File: config.mk
export PLATFORM = sky130hd
export DESIGN_NAME = pvic_top
export DESIGN_NICKNAME = d
export VERILOG_FILES = /design/src/rtl/pvic_pkg.sv /design/src/rtl/pvic_src_cond.sv /design/src/rtl/pvic_arbiter.sv /design/src/rtl/pvic_lvl_stack.sv /design/src/rtl/pvic_top.sv
export SDC_FILE = /design/constraint.sdc
export NUM_CORES = 2
export LEC_CHECK = 0
export BUFFER_PORTS_ARGS = -buffer_cell sky130_fd_sc_hd__buf_4
export CAP_MARGIN = 20
export CORE_MARGIN = 5
export CORE_UTILIZATION = 58
export DETAILED_ROUTE_END_ITERATION = 16
export PLACE_DENSITY = 0.77
export REMOVE_ABC_BUFFERS = 1
export SLEW_MARGIN = 5
export SYNTH_ARGS = -nofsm -noshare
export SYNTH_HDL_FRONTEND = slang
export SYNTH_HIERARCHICAL = 1
export SYNTH_SLANG_ARGS = --single-unit
File: constraint.sdc
create_clock -name clk -period 50.2 [get_ports clk]
set_input_delay 5.02 -clock clk [delete_from_list [all_inputs] [get_ports clk]]
set_output_delay 5.02 -clock clk [all_outputs]
set_load 0.005 [all_outputs]
File: src/rtl/pvic_pkg.sv
package pvic_pkg;

    typedef enum logic [1:0] {
        TRG_LOW  = 2'd0,
        TRG_FALL = 2'd1,
        TRG_HIGH = 2'd2,
        TRG_RISE = 2'd3
    } trig_e;

    typedef enum logic {
        ST_QUIET  = 1'b0,
        ST_NESTED = 1'b1
    } ctl_state_e;

    localparam logic [8:0] OFS_VECTOR  = 9'h100;
    localparam logic [8:0] OFS_CURSRC  = 9'h108;
    localparam logic [8:0] OFS_PENDING = 9'h10C;
    localparam logic [8:0] OFS_MASK    = 9'h110;
    localparam logic [8:0] OFS_LINES   = 9'h114;
    localparam logic [8:0] OFS_ENABLE  = 9'h120;
    localparam logic [8:0] OFS_DISABLE = 9'h124;
    localparam logic [8:0] OFS_CLEAR   = 9'h128;
    localparam logic [8:0] OFS_SET     = 9'h12C;
    localparam logic [8:0] OFS_DONE    = 9'h130;
    localparam logic [8:0] OFS_SPUR    = 9'h134;

endpackage

File: src/rtl/pvic_src_cond.sv
module pvic_src_cond
    import pvic_pkg::*;
#(
    parameter int unsigned NSRC = 32
) (
    input  logic                  clk,
    input  logic                  rst_n,
    input  logic [NSRC-1:0]       src_i,
    input  logic [NSRC-1:0][1:0]  trig,
    input  logic [NSRC-1:0]       set_v,
    input  logic [NSRC-1:0]       clr_v,
    input  logic [NSRC-1:0]       ack_v,
    output logic [NSRC-1:0]       pend_o
);

    for (genvar g = 0; g < NSRC; g++) begin : g_src
        logic meta_q, sync_q, prev_q, latch_q;
        logic edge_hit, level_hit;

        always_ff @(posedge clk or negedge rst_n) begin
            if (!rst_n) begin
                meta_q  <= 1'b0;
                sync_q  <= 1'b0;
                prev_q  <= 1'b0;
                latch_q <= 1'b0;
            end else begin
                meta_q  <= src_i[g];
                sync_q  <= meta_q;
                prev_q  <= sync_q;
                latch_q <= (latch_q & ~(clr_v[g] | ack_v[g])) | set_v[g] | edge_hit;
            end
        end

        always_comb begin
            edge_hit  = 1'b0;
            level_hit = 1'b0;
            unique case (trig_e'(trig[g]))
                TRG_LOW:  level_hit = ~sync_q;
                TRG_FALL: edge_hit  = prev_q & ~sync_q;
                TRG_HIGH: level_hit = sync_q;
                TRG_RISE: edge_hit  = sync_q & ~prev_q;
            endcase
        end

        assign pend_o[g] = latch_q | level_hit;
    end

endmodule

File: src/rtl/pvic_arbiter.sv
module pvic_arbiter #(
    parameter int unsigned NSRC = 32,
    parameter int unsigned PW   = 3,
    localparam int unsigned IW  = $clog2(NSRC)
) (
    input  logic [NSRC-1:0]          cand,
    input  logic [NSRC-1:0][PW-1:0]  prio,
    output logic                     valid,
    output logic [IW-1:0]            id,
    output logic [PW-1:0]            lvl
);

    // Descending scan with >= lets the lowest index win a tie.
    always_comb begin
        valid = 1'b0;
        id    = '0;
        lvl   = '0;
        for (int i = NSRC - 1; i >= 0; i--) begin
            if (cand[i] && (!valid || prio[i] >= lvl)) begin
                valid = 1'b1;
                id    = IW'(i);
                lvl   = prio[i];
            end
        end
    end

endmodule

File: src/rtl/pvic_lvl_stack.sv
module pvic_lvl_stack #(
    parameter int unsigned DEPTH = 8,
    parameter int unsigned PW    = 3,
    parameter int unsigned IW    = 5,
    localparam int unsigned DW   = $clog2(DEPTH + 1),
    localparam int unsigned PTRW = $clog2(DEPTH)
) (
    input  logic           clk,
    input  logic           rst_n,
    input  logic           push,
    input  logic           pop,
    input  logic [PW-1:0]  push_lvl,
    input  logic [IW-1:0]  push_id,
    output logic [PW-1:0]  top_lvl,
    output logic [IW-1:0]  top_id,
    output logic [DW-1:0]  depth,
    output logic           full
);

    logic [DEPTH-1:0][PW-1:0] lvl_q;
    logic [DEPTH-1:0][IW-1:0] id_q;
    logic [DW-1:0]            cnt_q;
    logic [DW-1:0]            top_ptr;

    assign top_ptr = cnt_q - 1'b1;
    assign top_lvl = lvl_q[top_ptr[PTRW-1:0]];
    assign top_id  = id_q[top_ptr[PTRW-1:0]];
    assign depth   = cnt_q;
    assign full    = (cnt_q == DW'(DEPTH));

    always_ff @(posedge clk or negedge rst_n) begin
        if (!rst_n) begin
            lvl_q <= '0;
            id_q  <= '0;
            cnt_q <= '0;
        end else if (push && !full) begin
            lvl_q[cnt_q[PTRW-1:0]] <= push_lvl;
            id_q[cnt_q[PTRW-1:0]]  <= push_id;
            cnt_q <= cnt_q + 1'b1;
        end else if (pop && cnt_q != '0) begin
            cnt_q <= cnt_q - 1'b1;
        end
    end

endmodule

File: src/rtl/pvic_top.sv
module pvic_top
    import pvic_pkg::*;
#(
    parameter int unsigned     NSRC     = 32,
    parameter int unsigned     PW       = 3,
    parameter int unsigned     DEPTH    = 8,
    parameter int unsigned     BW       = 32,
    parameter int unsigned     AW       = 9,
    parameter logic [NSRC-1:0] EXT_MASK = 32'hF000_0000
) (
    input  logic            clk,
    input  logic            rst_n,
    input  logic [NSRC-1:0] src_i,
    input  logic            bus_wr,
    input  logic            bus_rd,
    input  logic [AW-1:0]   bus_addr,
    input  logic [BW-1:0]   bus_wdata,
    output logic [BW-1:0]   bus_rdata,
    output logic            irq_n
);

    localparam int unsigned IW = $clog2(NSRC);
    localparam int unsigned DW = $clog2(DEPTH + 1);

    logic [NSRC-1:0][PW-1:0] prio_q;
    logic [NSRC-1:0][1:0]    trig_q;
    logic [NSRC-1:0][BW-1:0] vec_q;
    logic [NSRC-1:0]         imr_q;
    logic [BW-1:0]           spu_q;

    logic [IW-1:0] sel_idx;
    logic          hit_mode, hit_vec;
    logic [AW-1:0] word_addr;
    logic [1:0]    wr_trig;

    assign word_addr = {bus_addr[AW-1:2], 2'b00};
    assign sel_idx   = bus_addr[IW+1:2];
    assign hit_mode  = (bus_addr[AW-1:7] == '0);
    assign hit_vec   = (bus_addr[AW-1:7] == (AW-7)'(1));
    assign wr_trig   = EXT_MASK[sel_idx] ? bus_wdata[6:5] : {1'b1, bus_wdata[5]};

    // register file
    always_ff @(posedge clk or negedge rst_n) begin
        if (!rst_n) begin
            for (int i = 0; i < NSRC; i++) begin
                prio_q[i] <= '0;
                trig_q[i] <= EXT_MASK[i] ? 2'(TRG_LOW) : 2'(TRG_HIGH);
                vec_q[i]  <= '0;
            end
            imr_q <= '0;
            spu_q <= '0;
        end else if (bus_wr) begin
            if (hit_mode) begin
                prio_q[sel_idx] <= bus_wdata[PW-1:0];
                trig_q[sel_idx] <= wr_trig;
            end
            if (hit_vec) vec_q[sel_idx] <= bus_wdata;
            if (word_addr == OFS_ENABLE)  imr_q <= imr_q | bus_wdata[NSRC-1:0];
            if (word_addr == OFS_DISABLE) imr_q <= imr_q & ~bus_wdata[NSRC-1:0];
            if (word_addr == OFS_SPUR)    spu_q <= bus_wdata;
        end
    end

    // conditioning, arbitration, stack
    logic [NSRC-1:0] set_v, clr_v, ack_v, pend, cand;
    logic            win_valid;
    logic [IW-1:0]   win_id;
    logic [PW-1:0]   win_lvl;
    logic [PW-1:0]   top_lvl;
    logic [IW-1:0]   top_id;
    logic [DW-1:0]   depth;
    logic            full;
    logic            exceed, ack, pop, ivr_rd, eoi_wr;

    assign set_v  = (bus_wr && word_addr == OFS_SET)   ? bus_wdata[NSRC-1:0] : '0;
    assign clr_v  = (bus_wr && word_addr == OFS_CLEAR) ? bus_wdata[NSRC-1:0] : '0;
    assign ack_v  = ack ? (NSRC'(1) << win_id) : '0;
    assign cand   = pend & imr_q;
    assign ivr_rd = bus_rd && word_addr == OFS_VECTOR;
    assign eoi_wr = bus_wr && word_addr == OFS_DONE;

    pvic_src_cond #(.NSRC(NSRC)) u_cond (
        .clk(clk), .rst_n(rst_n), .src_i(src_i), .trig(trig_q),
        .set_v(set_v), .clr_v(clr_v), .ack_v(ack_v), .pend_o(pend)
    );

    pvic_arbiter #(.NSRC(NSRC), .PW(PW)) u_arb (
        .cand(cand), .prio(prio_q), .valid(win_valid), .id(win_id), .lvl(win_lvl)
    );

    pvic_lvl_stack #(.DEPTH(DEPTH), .PW(PW), .IW(IW)) u_stk (
        .clk(clk), .rst_n(rst_n), .push(ack), .pop(pop),
        .push_lvl(win_lvl), .push_id(win_id),
        .top_lvl(top_lvl), .top_id(top_id), .depth(depth), .full(full)
    );

    // control state machine
    ctl_state_e st_q, st_d;

    always_ff @(posedge clk or negedge rst_n) begin
        if (!rst_n) st_q <= ST_QUIET;
        else        st_q <= st_d;
    end

    always_comb begin
        st_d = st_q;
        unique case (st_q)
            ST_QUIET:  if (ack) st_d = ST_NESTED;
            ST_NESTED: if (pop && depth == DW'(1)) st_d = ST_QUIET;
        endcase
    end

    always_comb begin
        exceed = 1'b0;
        pop    = 1'b0;
        unique case (st_q)
            ST_QUIET:  exceed = win_valid;
            ST_NESTED: begin
                exceed = win_valid && (win_lvl > top_lvl);
                pop    = eoi_wr && !ack;
            end
        endcase
    end

    assign ack   = ivr_rd && exceed;
    assign irq_n = ~exceed;

    // read mux
    always_comb begin
        bus_rdata = '0;
        if (hit_mode) begin
            bus_rdata[PW-1:0] = prio_q[sel_idx];
            bus_rdata[6:5]    = trig_q[sel_idx];
        end else if (hit_vec) begin
            bus_rdata = vec_q[sel_idx];
        end else begin
            unique case (word_addr)
                OFS_VECTOR:  bus_rdata = exceed ? vec_q[win_id] : spu_q;
                OFS_CURSRC:  bus_rdata[IW-1:0] = (st_q == ST_NESTED) ? top_id : '0;
                OFS_PENDING: bus_rdata[NSRC-1:0] = pend;
                OFS_MASK:    bus_rdata[NSRC-1:0] = imr_q;
                OFS_LINES:   bus_rdata[1:0] = {exceed, 1'b0};
                OFS_SPUR:    bus_rdata = spu_q;
                default:     bus_rdata = '0;
            endcase
        end
    end

endmodule

==> results.ini <==
[run_status]
status=completed

[sta]
finClkSkew_ns=0.0240
final_hold_viol_count=0
worst_pin_slew_ns=1.28
fmax_ghz=0.0203
worst_slack_ns=1.04
slew_violations=0
period_needed_ns=49.16
slew_headroom=0.145
setup_viol=0
period_share=0.979
setup_tns_ns=0

[place]
dp_hpwl_um=150000
place_area_um2=83100
gp_congestion=0.904
portBuffers=107
pre_cts_ws_ns=-1.69

[grt]
grt_max_degree=198
grt_overflow=0
grt.total_usage=0.343
grt_pass1_wl_um=371000
grt_antenna_before_repair=13
first_global_vias=56400

[final_layout]
fillCellCount=9467
drive_above_1_share=0.498
layout_commonest_cell=dfrtp_1
synthToLayoutAreaGrowth_pct=13.7
fin_nets=6011
final_area_um2=90800
layout_common_cells=1,416 x dfrtp_1, 1,314 x mux2_2, 616 x mux4_2, 383 x buf_4, 220 x nand2_1
final_util=0.662

[critical_path]
crit_type=register to output port
crit_required_ns=45.18
slowest_stage=or4_4
worst-path-max-fanout=7
slowest_delay_ns=0.56
path_common_cell=ha_1
cp.arrival_ns=44.14
start_kind=register
end_kind=output port

[floorplan]
rows=136
die_area_um2=145000
ios=110
die_h_um=381
die_w_um=381
core_um2=137000
initial_core_util=0.582

[power]
p_clk_frac=0.183
p_leak_nw=41.0
power_frac_comb=0.604
power_mw=6.36
power.switching_mw=2.59
internal_power_mw=3.77
power.density_nw_per_um2=70.0
seqPwrFrac=0.213
ir_drop_uv=124
sw_frac_of_total=0.408

[route]
drc_errors=0
drt_iter0_markers=7127
first_pass_iters=8
via_per_inst=7.19
wl_per_cell_um=32.7
routed_wl_um=255000
antenna_left=0
vias=55913

[cts]
cts.hold.buffers_added=0
htree_levels=4
clkTransAtPathRegs_ns=0.06
cts_tree=built
clock_latency_ns=0.80
cts_made_buffers=154
clockBufferDepth=3
cts_num_sinks=1445
root_buffer=clkbuf_16

[flow_run]
cap_violations=0

[synthesis]
postSynthAreaPerCell_um2=14.0
synth_cells=5711
yosysWarnings=6
synth.cell_area_um2=79800

[hold_path]
min_path_type=register to register

-- layer usage --
metal / track usage / part of all wire / vias up
li1: - / - / 22313
met1: 0.451 / 0.37 / 29296
met2: 0.516 / 0.45 / 3419
met3: 0.102 / 0.11 / 883
met4: 0.190 / 0.068 / 2
met5: 0 / 0.000047 / -
-- flip-flops by register name, indices dropped and copies added (netlist names), 24 cells and up, named ones only --
register	cells
u_cond/g_src.sync_q	32
trig_q	64
u_stk/lvl_q	24
u_cond/g_src.prev_q	32
vec_q	1024
u_stk/id_q	40
u_cond/g_src.meta_q	32
spu_q	32
u_cond/g_src.latch_q	32
prio_q	96
-- final timing paths --
check | start | endpoint | slack, ns | cells past startpoint
max reg2reg | u_cond/g_src[31].sync_q | u_stk/lvl_q[13] | 5.71 | 230
max in group asynchronous | rst_n | vec_q[329] | 41.99 | 6
max | u_cond/g_src[31].sync_q | bus_rdata[2] | 1.04 | 227
min in group asynchronous | rst_n | u_cond/g_src[26].meta_q | 4.21 | 1
min | u_cond/g_src[11].meta_q | u_cond/g_src[11].sync_q | 0.35 | 0
min reg2reg | u_cond/g_src[11].meta_q | u_cond/g_src[11].sync_q | 0.35 | 0
-- power groups by stage --
| stage | Sequential, mW | Combinational, mW | Clock (mW) |
|---|---|---|---|
| floorplan | 1.34 | 2.77 | 0 |
| global placement | 1.36 | 3.11 | 0 |
| detailed placement | 1.37 | 3.15 | 0 |
| CTS | 1.35 | 3.41 | 1.17 |
| global route | 1.36 | 4.00 | 1.22 |
| finish | 1.35 | 3.84 | 1.16 |
-- worst max-delay path, delay by kind of cell (launching register included) --
family          cells  cell delay (ns)
fa+ha+maj          31             8.29
compound gates     87            16.60
xor+xnor            1             0.17
flops               1             0.44
simple gates       75            11.10
mux                12             3.48
buf+inv            21             3.16
-- metrics by stage --
stage | hold WS, ns | std cells
after floorplan | 0.331 | 5257
after global placement | 0.335 | 7382
after detailed placement | 0.336 | 7382
after CTS | 0.349 | 7693
after global routing | 0.350 | 7777
final | 0.348 | 7781
-- what timing repair did --
action | 4_1_cts | 5_1_grt
cloned | 4 | 7
pin swaps | 9 | 120
resized for setup | 59 | 255
setup endpoints to repair | 33 | 33
buffers inserted | 30 | 71
-- area by class of cell --
cell class,count,area [um^2],share of cell area
clock buffer,225,4460,0.0492
antenna,7,17.5,0.000193
multi-input combinational,3739,42800,0.472
inverter,73,275,0.00303
clock inverter,52,651,0.00717
tap,1794,2240,0.0247
timing repair buffer,446,4100,0.0451
sequential,1445,36200,0.399
(Power assumes the default switching activity.)
